===== src/rtl/spare_chain_pkg.sv =====
package spare_chain_pkg;
  typedef struct packed {
    logic capture;    // store the incoming fault bitmap this edge
    logic markValid;  // the stored bitmap is meaningful
  } ctlStrobe_t;
endpackage


===== src/rtl/spare_chain_ctl.sv =====
module spare_chain_ctl
  import spare_chain_pkg::*;
(
  input  logic       clk,
  input  logic       rstN,
  input  logic       loadStb,
  output ctlStrobe_t strobe
);
  logic validQ;

  always_ff @(posedge clk) begin
    if (!rstN) validQ <= 1'b0;
    else if (loadStb) validQ <= 1'b1;
  end

  always_comb begin
    strobe.capture   = loadStb;
    strobe.markValid = validQ;
  end

  // once a bitmap is loaded the valid flag stays up
  assert_valid_sticky_R2: assert property (@(posedge clk) disable iff (!rstN)
    strobe.markValid |=> strobe.markValid);
  // a strobe always leaves the flag set
  assert_load_sets_valid_R2: assert property (@(posedge clk) disable iff (!rstN)
    loadStb |=> strobe.markValid);
endmodule


===== src/rtl/spare_chain_map.sv =====
module spare_chain_map
  import spare_chain_pkg::*;
#(
  parameter int NUM_LOG   = 8,
  parameter int NUM_SPARE = 2,
  localparam int PHYS  = NUM_LOG + NUM_SPARE,
  localparam int IDX_W = (PHYS > 1) ? $clog2(PHYS) : 1,
  localparam int CNT_W = $clog2(PHYS + 1)
)(
  input  logic                             clk,
  input  logic                             rstN,
  input  ctlStrobe_t                       strobe,
  input  logic [PHYS-1:0]                  faultMap,
  output logic                             mapFail,
  output logic [NUM_LOG-1:0][IDX_W-1:0]    logIdx,
  output logic [PHYS-1:0]                  bypassCtl,
  output logic [PHYS-1:0]                  outEnable
);
  localparam logic [CNT_W-1:0] ONE_C   = CNT_W'(1);
  localparam logic [CNT_W-1:0] LOG_C   = CNT_W'(NUM_LOG);
  localparam logic [CNT_W-1:0] SPARE_C = CNT_W'(NUM_SPARE);

  logic [PHYS-1:0]             faultQ;
  logic [PHYS-1:0][CNT_W-1:0]  healthyRank;
  logic [CNT_W-1:0]            faultCnt;
  logic                        overLimit;
  logic [PHYS-1:0]             usedMask;

  always_ff @(posedge clk) begin
    if (!rstN) faultQ <= '0;
    else if (strobe.capture) faultQ <= faultMap;
  end

  // Rank of each element among healthy ones below it, and the fault total
  always_comb begin
    logic [CNT_W-1:0] runH;
    logic [CNT_W-1:0] runF;
    runH = '0;
    runF = '0;
    for (int p = 0; p < PHYS; p++) begin
      healthyRank[p] = runH;
      if (faultQ[p]) runF = runF + ONE_C;
      else           runH = runH + ONE_C;
    end
    faultCnt = runF;
  end

  assign overLimit = faultCnt > SPARE_C;

  always_comb begin
    for (int p = 0; p < PHYS; p++)
      usedMask[p] = !faultQ[p] && (healthyRank[p] < LOG_C);
  end

  // Logical position i takes the healthy element whose rank equals i
  always_comb begin
    for (int i = 0; i < NUM_LOG; i++) begin
      logIdx[i] = '0;
      for (int p = 0; p < PHYS; p++)
        if (usedMask[p] && healthyRank[p] == CNT_W'(i))
          logIdx[i] = IDX_W'(p);
    end
  end

  assign bypassCtl = faultQ;
  assign mapFail   = strobe.markValid && overLimit;
  assign outEnable = (strobe.markValid && !overLimit) ? usedMask : '0;

  // the stored bitmap moves only on a strobe
  assert_hold_without_load_R3: assert property (@(posedge clk) disable iff (!rstN)
    !strobe.capture |=> $stable(bypassCtl));
  // a skipped element is never enabled
  assert_bypass_excl_R6: assert property (@(posedge clk) disable iff (!rstN)
    (bypassCtl & outEnable) == '0);
  // a good map enables exactly the logical count
  assert_enable_count_R6: assert property (@(posedge clk) disable iff (!rstN)
    (strobe.markValid && !mapFail) |-> ($countones(outEnable) == NUM_LOG));
  // a failed map drives no element
  assert_fail_quiet_R7: assert property (@(posedge clk) disable iff (!rstN)
    mapFail |-> (outEnable == '0));

  for (genvar g = 0; g + 1 < NUM_LOG; g++) begin : gOrder
    // positions are served in rising physical order
    assert_rising_idx_R9: assert property (@(posedge clk) disable iff (!rstN)
      (strobe.markValid && !mapFail) |-> (logIdx[g+1] > logIdx[g]));
  end
endmodule


===== src/rtl/spare_chain_router.sv =====
module spare_chain_router
  import spare_chain_pkg::*;
#(
  parameter int NUM_LOG   = 8,
  parameter int NUM_SPARE = 2,
  localparam int PHYS  = NUM_LOG + NUM_SPARE,
  localparam int IDX_W = (PHYS > 1) ? $clog2(PHYS) : 1
)(
  input  logic                     clk,
  input  logic                     rstN,
  input  logic [PHYS-1:0]          faultMap,
  input  logic                     loadStb,
  output logic                     mapValid,
  output logic                     mapFail,
  output logic [NUM_LOG*IDX_W-1:0] logIdx,
  output logic [PHYS-1:0]          bypassCtl,
  output logic [PHYS-1:0]          outEnable
);
  ctlStrobe_t                      strobe;
  logic [NUM_LOG-1:0][IDX_W-1:0]   idxArr;

  spare_chain_ctl u_ctl (
    .clk     (clk),
    .rstN    (rstN),
    .loadStb (loadStb),
    .strobe  (strobe)
  );

  spare_chain_map #(.NUM_LOG(NUM_LOG), .NUM_SPARE(NUM_SPARE)) u_map (
    .clk       (clk),
    .rstN      (rstN),
    .strobe    (strobe),
    .faultMap  (faultMap),
    .mapFail   (mapFail),
    .logIdx    (idxArr),
    .bypassCtl (bypassCtl),
    .outEnable (outEnable)
  );

  assign mapValid = strobe.markValid;
  assign logIdx   = idxArr;
endmodule


===== config.mk =====
export PLATFORM = sky130hd
export DESIGN_NAME = spare_chain_router
export DESIGN_NICKNAME = d
export VERILOG_FILES = /design/src/rtl/spare_chain_pkg.sv /design/src/rtl/spare_chain_ctl.sv /design/src/rtl/spare_chain_map.sv /design/src/rtl/spare_chain_router.sv
export SDC_FILE = /design/constraint.sdc
export NUM_CORES = 1
export LEC_CHECK = 0
export BUFFER_PORTS_ARGS = -buffer_cell sky130_fd_sc_hd__buf_2
export CAP_MARGIN = 0
export CELL_PAD_IN_SITES_DETAIL_PLACEMENT = 1
export CELL_PAD_IN_SITES_GLOBAL_PLACEMENT = 1
export CORE_MARGIN = 2
export CORE_UTILIZATION = 40
export CTS_CLUSTER_SIZE = 28
export DETAILED_ROUTE_END_ITERATION = 6
export GPL_TIMING_DRIVEN = 0
export HOLD_SLACK_MARGIN = 0.12
export PLACE_DENSITY_LB_ADDON = 0.05
export SETUP_SLACK_MARGIN = 0.05
export SYNTH_ARGS = -nofsm -noshare
export SYNTH_HDL_FRONTEND = slang
export SYNTH_SLANG_ARGS = --single-unit

===== constraint.sdc =====
create_clock -name clk -period 7.5 [get_ports clk]
set_input_delay 0.75 -clock clk [delete_from_list [all_inputs] [get_ports clk]]
set_output_delay 0.75 -clock clk [all_outputs]
set_load 0.01 [all_outputs]

# Yosys cells after proc, flatten, opt, wreduce, memory -nomap -nowiden
# Cells that the tools add are included.
[word_totals]
regBits = 11
in_bits = 13
out_inout_bits = 54
elab_cells = 287
[classes]
add_sub_neg = 17
n_lt_le_gt_ge = 10
n_eq_ne = 63
muxes = 92
n_reduce_logical = 103
[op_table]
columns = ["operator", "n"]
rows = [
  ["== test 4 x 3 -> 1 bit, second input constant", 36],
  ["two-way mux 4 bit", 33],
  ["two-way mux 3 bit", 32],
  ["logical AND 1 bit", 83],
  ["== test 4 x 2 -> 1 bit, second input constant", 18],
  ["adder 4 x 1 -> 4 bit, second input constant", 15],
  ["== test 4 x 1 -> 1 bit, second input constant", 9],
  ["zero test 4 bit", 9],
  ["less-than comparator 4 bit, second input constant", 8],
  ["two-way mux 2 bit", 16],
  ["zero test 1 bit", 11],
  ["two-way mux 1 bit", 10],
  ["two-way mux 10 bit", 1],
  ["adder 1 x 1 -> 2 bit, second input constant", 2],
  ["> comparator 4 x 2 -> 1 bit, second input constant", 1],
  ["less-than comparator 1 x 4 -> 1 bit, second input constant", 1],
]

# Logic depth before layout (Yosys ltp)
# Gate-level depths: netlist (run 1).
[logic_depth]
depth_word = 23
mapped_depth = 30
mapped_depth_nobuf = 28

# Hierarchy
# Synthesis (run 1) repeated with hierarchy kept, for this count alone.
[unflattened]
cells_unflattened = 470
area_unflattened_um2 = 3318.2
[by_module_without_submodules]
columns = ["module", "n_inst", "cells_each", "area_per_inst_um2", "seq_area_each_um2"]
rows = [
  ["spare_chain_map", 1, 466, 3275.6, 200.2],
  ["spare_chain_ctl", 1, 4, 42.5, 20.0],
]

# Worst setup path before layout (run 1)
# No wires, ideal clock.
[synth_timing]
path_kind = "flip-flop to output port"
startpoint = "register u_map.faultQ[0], in the netlist u_map.bypassCtl[0]"
endpoint = "output outEnable[5]"
t_arrival_ns = 5.248
required_ns = 6.750
slack_ns = 1.502
path_stages_with_launch = 31
path_buffers = 2
path_cell_list = "dfxtp_1 -> inv_1 -> ha_1 -> buf_2 -> xnor2_1 -> inv_1 -> ha_1 -> nand3_1 -> o311ai_0 -> o21ai_0 -> o21ai_0 -> mux2i_1 -> ha_1 -> inv_1 -> a21oi_1 -> nand2_1 -> xnor2_1 -> nand2_1 -> o21ai_0 -> ha_1 -> nand2_1 -> o21ai_0 -> a21o_1 -> mux2_2 -> ha_1 -> nand2_1 -> xnor2_1 -> o221ai_1 -> or2_0 -> buf_2 -> nor4_1"
[synth_between]
elab_chain_cells = 23
elab_cells_between_ends = 34
classes_between = "13 x add/sub; 2 x order compare; 16 x mux; 3 x reduce/logical"
[synth_lines]
columns = ["item", "line_no", "source"]
rows = [
  ["start, declared", "spare_chain_map.sv:23", "logic [PHYS-1:0] faultQ;"],
  ["start signal, assigned", "spare_chain_map.sv:31", "else if (strobe.capture) faultQ <= faultMap;"],
  ["two-way mux 1 bit", "spare_chain_map.sv:42", "if (faultQ[p]) runF = runF + ONE_C;"],
  ["adder 1 x 1 -> 2 bit", "spare_chain_map.sv:42", ""],
  ["two-way mux 4 bit", "spare_chain_map.sv:42", ""],
  ["adder 4 x 1 -> 4 bit", "spare_chain_map.sv:42", ""],
  ["two-way mux 4 bit", "spare_chain_map.sv:42", ""],
  ["adder 4 x 1 -> 4 bit", "spare_chain_map.sv:42", ""],
  ["two-way mux 4 bit", "spare_chain_map.sv:42", ""],
  ["adder 4 x 1 -> 4 bit", "spare_chain_map.sv:42", ""],
  ["[7 not listed]", "n/a", ""],
  ["adder 4 x 1 -> 4 bit", "spare_chain_map.sv:42", ""],
  ["two-way mux 4 bit", "spare_chain_map.sv:42", ""],
  ["adder 4 x 1 -> 4 bit", "spare_chain_map.sv:42", ""],
  ["two-way mux 4 bit", "spare_chain_map.sv:42", ""],
  ["> comparator 4 x 2 -> 1 bit", "spare_chain_map.sv:48", "assign overLimit = faultCnt > SPARE_C;"],
  ["zero test 1 bit", "spare_chain_map.sv:67", "assign outEnable = (strobe.markValid && !overLimit) ? usedMask : '0;"],
  ["logical AND 1 bit", "spare_chain_map.sv:67", ""],
  ["two-way mux 10 bit *", "spare_chain_map.sv:67", ""],
  ["end, declared", "spare_chain_router.sv:17", "output logic [PHYS-1:0] outEnable"],
]
# Mark *: on every way between the ends. The rest lies on a longest branch, timed or not.

# Worst setup path after layout (run 1)
[layout_timing]
startpoint = "register u_map.faultQ[1], in the netlist u_map.bypassCtl[1]"
endpoint = "output outEnable[5]"
[layout_between]
elab_chain_cells = 21
elab_cells_between_ends = 30
classes_between = "11 x add/sub; 2 x order compare; 14 x mux; 3 x reduce/logical"
[layout_lines]
columns = ["item", "line_no"]
rows = [
  ["two-way mux 4 bit", "spare_chain_map.sv:42"],
  ["adder 4 x 1 -> 4 bit", "spare_chain_map.sv:42"],
  ["two-way mux 4 bit", "spare_chain_map.sv:42"],
  ["adder 4 x 1 -> 4 bit", "spare_chain_map.sv:42"],
  ["two-way mux 4 bit", "spare_chain_map.sv:42"],
  ["adder 4 x 1 -> 4 bit", "spare_chain_map.sv:42"],
  ["two-way mux 4 bit", "spare_chain_map.sv:42"],
  ["adder 4 x 1 -> 4 bit", "spare_chain_map.sv:42"],
  ["[5 not listed]", "n/a"],
  ["adder 4 x 1 -> 4 bit", "spare_chain_map.sv:42"],
  ["two-way mux 4 bit", "spare_chain_map.sv:42"],
  ["adder 4 x 1 -> 4 bit", "spare_chain_map.sv:42"],
  ["two-way mux 4 bit", "spare_chain_map.sv:42"],
  ["> comparator 4 x 2 -> 1 bit", "spare_chain_map.sv:48"],
  ["zero test 1 bit", "spare_chain_map.sv:67"],
  ["logical AND 1 bit", "spare_chain_map.sv:67"],
  ["two-way mux 10 bit *", "spare_chain_map.sv:67"],
]
# Marked as above.

==> run summary, run 1 <==
## Drt
* **first-iteration detailed-routing DRC count** 174
* **total number of vias** 3671
* **Final Routed Wirelength** 11800 um
* **DR WL/cell** 19.3 um
* **Detail Route Antenna Nets** 0
* **iteration count of the initial detailed-routing pass** 5
* **sum of met3 wire segment lengths after detailed routing** 524 um
* **met1 routed wirelength after detailed routing** 5360 um
* **count of unresolved DRC violations after routing** 0
* **top routing layer used** met4
* **metal2 WL** 5520 um
* **number of vias per cell** 5.99

## STA
* **count of final hold-check violations** 0
* **RSZ-0062 raised after global routing** no
* **Highest Clock Rate** 145 MHz
* **final critical path time including I/O delays and setup** 6910 ps
* **Final period util** 92.2%
* **max_slew headroom** 39.5%
* **transition at the pin with the smallest max-transition slack** 897 ps
* **final number of max-transition violations** 0
* **total negative slack** 0 ps
* **Finish-stage setup viols** 0
* **Clock Skews** 0 ps

## Critical path
* **arrival time at the worst endpoint** 6160 ps
* **depth of the worst register-to-register path** 6
* **cell repeated most along the worst path** sky130_fd_sc_hd__ha_1
* **CP max stage delay** 450 ps
* **flop-to-flop setup slack** 5040 ps
* **end of the worst register-to-register path** u_map.bypassCtl[5]
* **master of the slowest instance on the critical path** sky130_fd_sc_hd__clkbuf_1
* **Crit Path Category** reg2out
* **CP max FO** 10
* **data required time of the critical path** 6750 ps
* **Setup crit start kind** flip-flop
* **endpoint type of the worst setup path** output pin
* **startpoint of the most critical register-to-register path** u_map.bypassCtl[5]

## Synth
* **main area contributors after synthesis** sky130_fd_sc_hd__ha_1 (9.0%), sky130_fd_sc_hd__dfxtp_1 (7.2%), sky130_fd_sc_hd__a21oi_1 (6.7%)
* **number of warning messages in the yosys log** 0
* **number of enable-type register cells in the synthesized netlist** 0
* **#FFs+latches synth** 11
* **top-area cell type share of the netlist area** 8.99%
* **share of flip-flops with an asynchronous set or reset after synthesis** 0%
* **Syn Inst Count** 444
* **synthesized netlist net count** 479
* **Post-Syn Area** 0.00306 mm2
* **number of library cell types mapped by synthesis** 72
* **cell type with the largest total area after synthesis** sky130_fd_sc_hd__ha_1
* **post-synthesis sequential area ratio** 7.19%
* **Post-Synthesis Mean Instance Area** 6.90 um2
* **top flip-flop cell by instance count after synthesis** sky130_fd_sc_hd__dfxtp_1

## GRT
* **maximum number of pins on one net before global-route repair** 12
* **Total GRT Usage** 28.2%
* **initial antenna violation count** 0
* **number of global-route vias before repair** 3667
* **wire length of the first global-routing pass** 19100 um
* **gr ovfl total** 0

## Die
* **Core Footprint** 0.00733 mm2
* **initial standard-cell utilization of the core** 41.8%
* **Die Span X** 91.5 um
* **die area** 0.00837 mm2
* **height of the die** 91.5 um
* **num ports** 67
* **num rows** 31

## Cells and area
* **Core Util, Final** 48.8%
* **number of diodes added for antenna fixing** 0
* **relative area change from synthesis to final layout** 16.8%
* **layout cell share with drive strength beyond 1** 20.2%
* **Final nets** 550

## Hold path
* **depth of the worst hold-timing path** 1
* **min-delay worst type** reg2reg
* **WHS Endpoint** u_ctl.validQ
* **hold path startpoint** u_ctl.validQ

## Place
* **half-perimeter wire length of the detailed placement result** 9700 um
* **count of buffers from port buffering** 66
* **Final GP Congestion** 0.901

## CTS
* **Skew-Pair Late Insertion Delay** 240 ps
* **clock transition at the registers of the reported paths** 50 ps
* **setup repair bufs after CTS** 0
* **number of buffers added by the clock tree synthesis step** 3
* **buffer cell driving the clock tree root** sky130_fd_sc_hd__clkbuf_8
* **number of sinks driven by the clock tree** 11
* **H-tree depth reported by CTS** 1
* **Max clock buf depth** 2
* **CTS tree** built

## Flow run
* **number of maximum-capacitance violations** 0

## Power and ir drop
* **maximum resistive drop on vdd** 0.124 mV
* **power density normalized to cell area** 274 mW/mm2
* **post-layout power** 0.979 mW
* **Leakage Power** 1.59 nW

## Outcome
* **outcome** completed

==> critical path, delay by kind of cell, from the launching register on <==
| family | cells | cell delay (ps) |
|---|---|---|
| simple gates | 5 | 800 |
| flops | 1 | 420 |
| buf+inv | 8 | 1550 |
| fa+ha+maj | 5 | 1440 |
| mux | 1 | 270 |
| compound gates | 4 | 630 |
| xor+xnor | 4 | 800 |
==> cell usage in the layout, fill, tap and decap left out, drive strengths merged, types with 5 or more instances in the layout <==
master | netlist | routed
or3 | 7 | 7
inv | 22 | 22
and3 | 5 | 5
dfxtp | 11 | 11
xnor2 | 21 | 21
o22ai | 6 | 6
nor2 | 42 | 42
ha | 22 | 22
and2 | 5 | 5
nor2b | 14 | 14
a21oi | 43 | 43
o21ai | 27 | 27
clkbuf | 20 | 24
buf | 12 | 78
mux2i | 19 | 19
nor4 | 8 | 8
nand2 | 45 | 45
nand3 | 8 | 8
o31ai | 6 | 6
nor3 | 22 | 22
==> power breakdown <==
group / switching, mW / leakage, nW / internal (mW)
Sequential: 0.00471 / 0.0913 / 0.0622
Combinational: 0.536 / 1.47 / 0.315
Clock: 0.0232 / 0.0228 / 0.0374
==> layout make-up <==
| class | instances | area [um2] |
|---|---|---|
| timing repair buffer | 66 | 330 |
| inverter | 23 | 90.1 |
| fill | 1009 | 3750 |
| multi-input combinational | 378 | 2630 |
| sequential | 11 | 221 |
| clock buffer | 4 | 45.0 |
| tap | 99 | 124 |
| buffer | 32 | 138 |
==> state kept, by name, summed over array words and instances, names as in the netlist <==
register         count
u_ctl.validQ         1
u_map.bypassCtl     10
==> Yosys cell counts (6+ instances only) <==
| master | n |
|---|---|
| sky130_fd_sc_hd__xnor2_1 | 19 |
| sky130_fd_sc_hd__o21ai_0 | 24 |
| sky130_fd_sc_hd__nand2_1 | 45 |
| sky130_fd_sc_hd__o31ai_1 | 6 |
| sky130_fd_sc_hd__nor3_1 | 21 |
| sky130_fd_sc_hd__nor2b_1 | 14 |
| sky130_fd_sc_hd__inv_1 | 20 |
| sky130_fd_sc_hd__mux2i_1 | 19 |
| sky130_fd_sc_hd__a21oi_1 | 41 |
| sky130_fd_sc_hd__o22ai_1 | 6 |
| sky130_fd_sc_hd__nor2_1 | 38 |
| sky130_fd_sc_hd__ha_1 | 22 |
| sky130_fd_sc_hd__nand3_1 | 8 |
| sky130_fd_sc_hd__dfxtp_1 | 11 |
| sky130_fd_sc_hd__or3_1 | 7 |
| sky130_fd_sc_hd__clkbuf_1 | 20 |
==> stage by stage <==
step / setup slack, ps / hold slack (ps) / std cells / instance area, um2
6_report: 585 / 504 / 613 / 3580
5_1_grt: 83.0 / 532 / 613 / 3580
4_1_cts: 148 / 513 / 613 / 3560
3_5_place_dp: 437 / 498 / 609 / 3520
3_3_place_gp: 749 / 479 / 609 / 3520
2_1_floorplan: 1500 / 534 / 444 / 3060
==> cells by family after synthesis <==
group | count (synthesis) | synth area share [%]
DFF | 11 | 7.19
and+or+nand+nor | 176 | 30.2
xor gates and xnor gates | 28 | 10.6
muxes | 22 | 7.31
AOI/OAI and AO/OA | 129 | 27.9
adders and majority gates | 23 | 9.31
buffers and inverters | 55 | 7.43
==> how the worst max path moves through the flow <==
stage	cells past startpoint	slack [ps]	from	to
3_5_place_dp	31	440	u_map.bypassCtl[0]	outEnable[5]
6_report	27	590	u_map.bypassCtl[1]	outEnable[5]
4_1_cts	31	150	u_map.bypassCtl[0]	outEnable[5]
5_1_grt	31	80	u_map.bypassCtl[1]	outEnable[5]
2_1_floorplan	30	1500	u_map.bypassCtl[0]	outEnable[5]
3_3_place_gp	31	750	u_map.bypassCtl[0]	outEnable[5]
==> what timing repair did <==
item,in CTS,in global routing
gates resized for setup,0,5
endpoints found under the setup margin,0,10
hold buffers,0,0
==> routing by layer <==
metal | track usage [%] | vias up
met5 | 0 | -
met4 | 9.72 | 0
met3 | 1.66 | 29
met2 | 48.2 | 129
met1 | 37.4 | 1761
li1 | - | 1752
No activity file was read; power rests on OpenSTA's default activity.
==> run 2: changes to the inputs <==
- CORE_UTILIZATION: 40 -> 36
- clock period: 7.5 -> 6 ns (I/O delays scaled with it)
==> run 2 against run 1 <==
The flow now finishes with violations (setup timing); die area up 11%; global-route usage grew 0.97 points; via count rose by 8.2%; wire length rose by 21%; clock-buffer cell count did not move; worst setup slack got worse by 630 ps; clock skew is the same; design area grew 18%; cell count rose by 7.3%; clock power is 21% higher; largest cell class unchanged.
==> run summary, run 2 (synthesis results as in run 1) <==
## Die
* **Core Footprint** 0.00822 mm2
* **Die Span X** 96.2 um
* **num rows** 33
* **height of the die** 96.2 um
* **initial standard-cell utilization of the core** 37.3%
* **die area** 0.00926 mm2
* **num ports** 67

## Power and ir drop
* **maximum resistive drop on vdd** 0.184 mV
* **switching pwr** 0.779 mW
* **power density normalized to cell area** 331 mW/mm2
* **Leakage Power** 1.88 nW
* **proportion of power drawn by flip-flops and latches** 6.0%
* **Net Sw Frac** 55.8%
* **internal power summed over all cells** 0.616 mW
* **proportion of power drawn by the clock network** 5.3%
* **combinational share of power** 88.8%

## CTS
* **number of sinks driven by the clock tree** 11
* **number of buffers inserted by hold repair at cts** 0
* **clock transition at the registers of the reported paths** 50 ps
* **CTS tree** built
* **H-tree depth reported by CTS** 1
* **Skew-Pair Late Insertion Delay** 230 ps
* **Max clock buf depth** 2
* **number of buffers added by the clock tree synthesis step** 3
* **buffer cell driving the clock tree root** sky130_fd_sc_hd__clkbuf_8

## Critical path
* **CP max stage delay** 360 ps
* **flop-to-flop setup slack** 3740 ps
* **master of the slowest instance on the critical path** sky130_fd_sc_hd__dfxtp_4
* **Setup crit start kind** flip-flop
* **arrival time at the worst endpoint** 5440 ps
* **endpoint type of the worst setup path** output pin
* **Crit Path Category** reg2out
* **CP max FO** 5
* **cell repeated most along the worst path** sky130_fd_sc_hd__o21ai_2
* **data required time of the critical path** 5400 ps

## Outcome
* **violated checks** setup timing
* **outcome** finished, violations left

## Cells and area
* **relative area change from synthesis to final layout** 37.7%
* **layout cell share with drive strength beyond 1** 34.5%
* **commonest non-fill, non-tap cell in the layout** sky130_fd_sc_hd__buf_2
* **Largest register FFs** 10
* **most frequent cells in the layout** sky130_fd_sc_hd__buf_2 (69), sky130_fd_sc_hd__nand2_1 (43), sky130_fd_sc_hd__a21oi_1 (38), sky130_fd_sc_hd__buf_4 (38), sky130_fd_sc_hd__nor2_1 (35)
* **final instance area** 0.00422 mm2
* **number of diodes added for antenna fixing** 0
* **count of fill cells added during filler insertion** 1080
* **Final nets** 589

## GRT
* **maximum number of pins on one net before global-route repair** 12
* **routing layer with the top usage in global route** met2
* **Total GRT Usage** 29.2%
* **met1 track demand over resource in global routing** 38.4%
* **met2 GRT Util** 48.6%
* **met3 usage** 1.96%
* **number of global-route vias before repair** 3876
* **wire length of the first global-routing pass** 20700 um
* **initial antenna violation count** 0
* **gr ovfl total** 0

## STA
* **Clock Skews** 0 ps
* **Worst Setup Slack, final** -43.9 ps
* **final critical path time including I/O delays and setup** 6040 ps
* **Final period util** 101%
* **max_slew headroom** 39.8%
* **Finish-stage setup viols** 1
* **count of final hold-check violations** 0
* **total negative slack** -43.9 ps
* **transition at the pin with the smallest max-transition slack** 891 ps
* **Highest Clock Rate** 165 MHz
* **final number of max-transition violations** 0
* **RSZ-0062 raised after global routing** yes

## Drt
* **number of vias per cell** 6.04
* **first-iteration detailed-routing DRC count** 269
* **count of unresolved DRC violations after routing** 0
* **DR WL/cell** 21.7 um
* **iteration count of the initial detailed-routing pass** 5
* **Detail Route Antenna Nets** 0
* **total number of vias** 3972
* **Final Routed Wirelength** 14300 um

## Flow run
* **number of maximum-capacitance violations** 0

## Place
* **placed standard-cell area** 0.00352 mm2
* **count of buffers from port buffering** 66
* **Final GP Congestion** 0.942
* **half-perimeter wire length of the detailed placement result** 9850 um

## Hold path
* **min-delay worst type** reg2reg

[run 2: area by class of cell]
class	instances	area [um2]	share of cell area, %
clock buffer	4	45.0	1.07
timing repair buffer	106	636	15.1
multi-input combinational	378	2920	69.2
inverter	23	93.8	2.23
sequential	11	229	5.43
buffer	31	165	3.92
tap	105	131	3.12
[run 2: worst max-delay path, delay by kind of cell (launching register included)]
family          cells  cell delay [ps]
compound gates      8              870
xor+xnor            3              450
fa+ha+maj           5             1430
buf+inv             6              640
flops               1              360
mux                 2              410
simple gates        7             1030
[run 2: per-stage QoR]
stage | hold slack, ps | setup WS (ps) | util [%] | total power, mW | instances
final | 514 | -43.9 | 51.3 | 1.40 | 658
after global routing | 539 | -209 | 51.3 | 1.51 | 658
after CTS | 521 | 51.3 | 48.6 | 1.31 | 656
after detailed placement | 508 | -736 | 42.9 | 1.13 | 615
after global placement | 490 | -544 | 42.9 | 1.12 | 615
after floorplan | 534 | 152 | - | 0.800 | 444
[run 2: worst paths after layout]
| check | startpoint | end | cells past startpoint |
|---|---|---|---|
| min | u_ctl.validQ | u_ctl.validQ | 1 |
| max | u_map.bypassCtl[1] | outEnable[5] | 31 |
| max reg2reg | u_map.bypassCtl[5] | u_map.bypassCtl[5] | 6 |
| min reg2reg | u_ctl.validQ | u_ctl.validQ | 1 |
[run 2: metal layers]
metal  wire (um)  up-vias
met4         754        0
li1            -     1826
met1        6120     1936
met5           0        -
met2        6650      157
met3         749       53
[run 2: power groups by stage]
stage | Clock [mW] | Combinational [mW] | Sequential [mW]
detailed placement | 0 | 1.05 | 0.0852
CTS | 0.0763 | 1.15 | 0.0825
global placement | 0 | 1.03 | 0.0850
floorplan | 0 | 0.714 | 0.0860
global route | 0.0804 | 1.34 | 0.0841
finish | 0.0735 | 1.24 | 0.0832
[run 2: what timing repair did]
item | CTS | global route
buffers inserted | 35 | 7
cloned | 2 | 0
endpoints found under the setup margin | 19 | 11
pin swaps | 10 | 22
resized for setup | 44 | 47
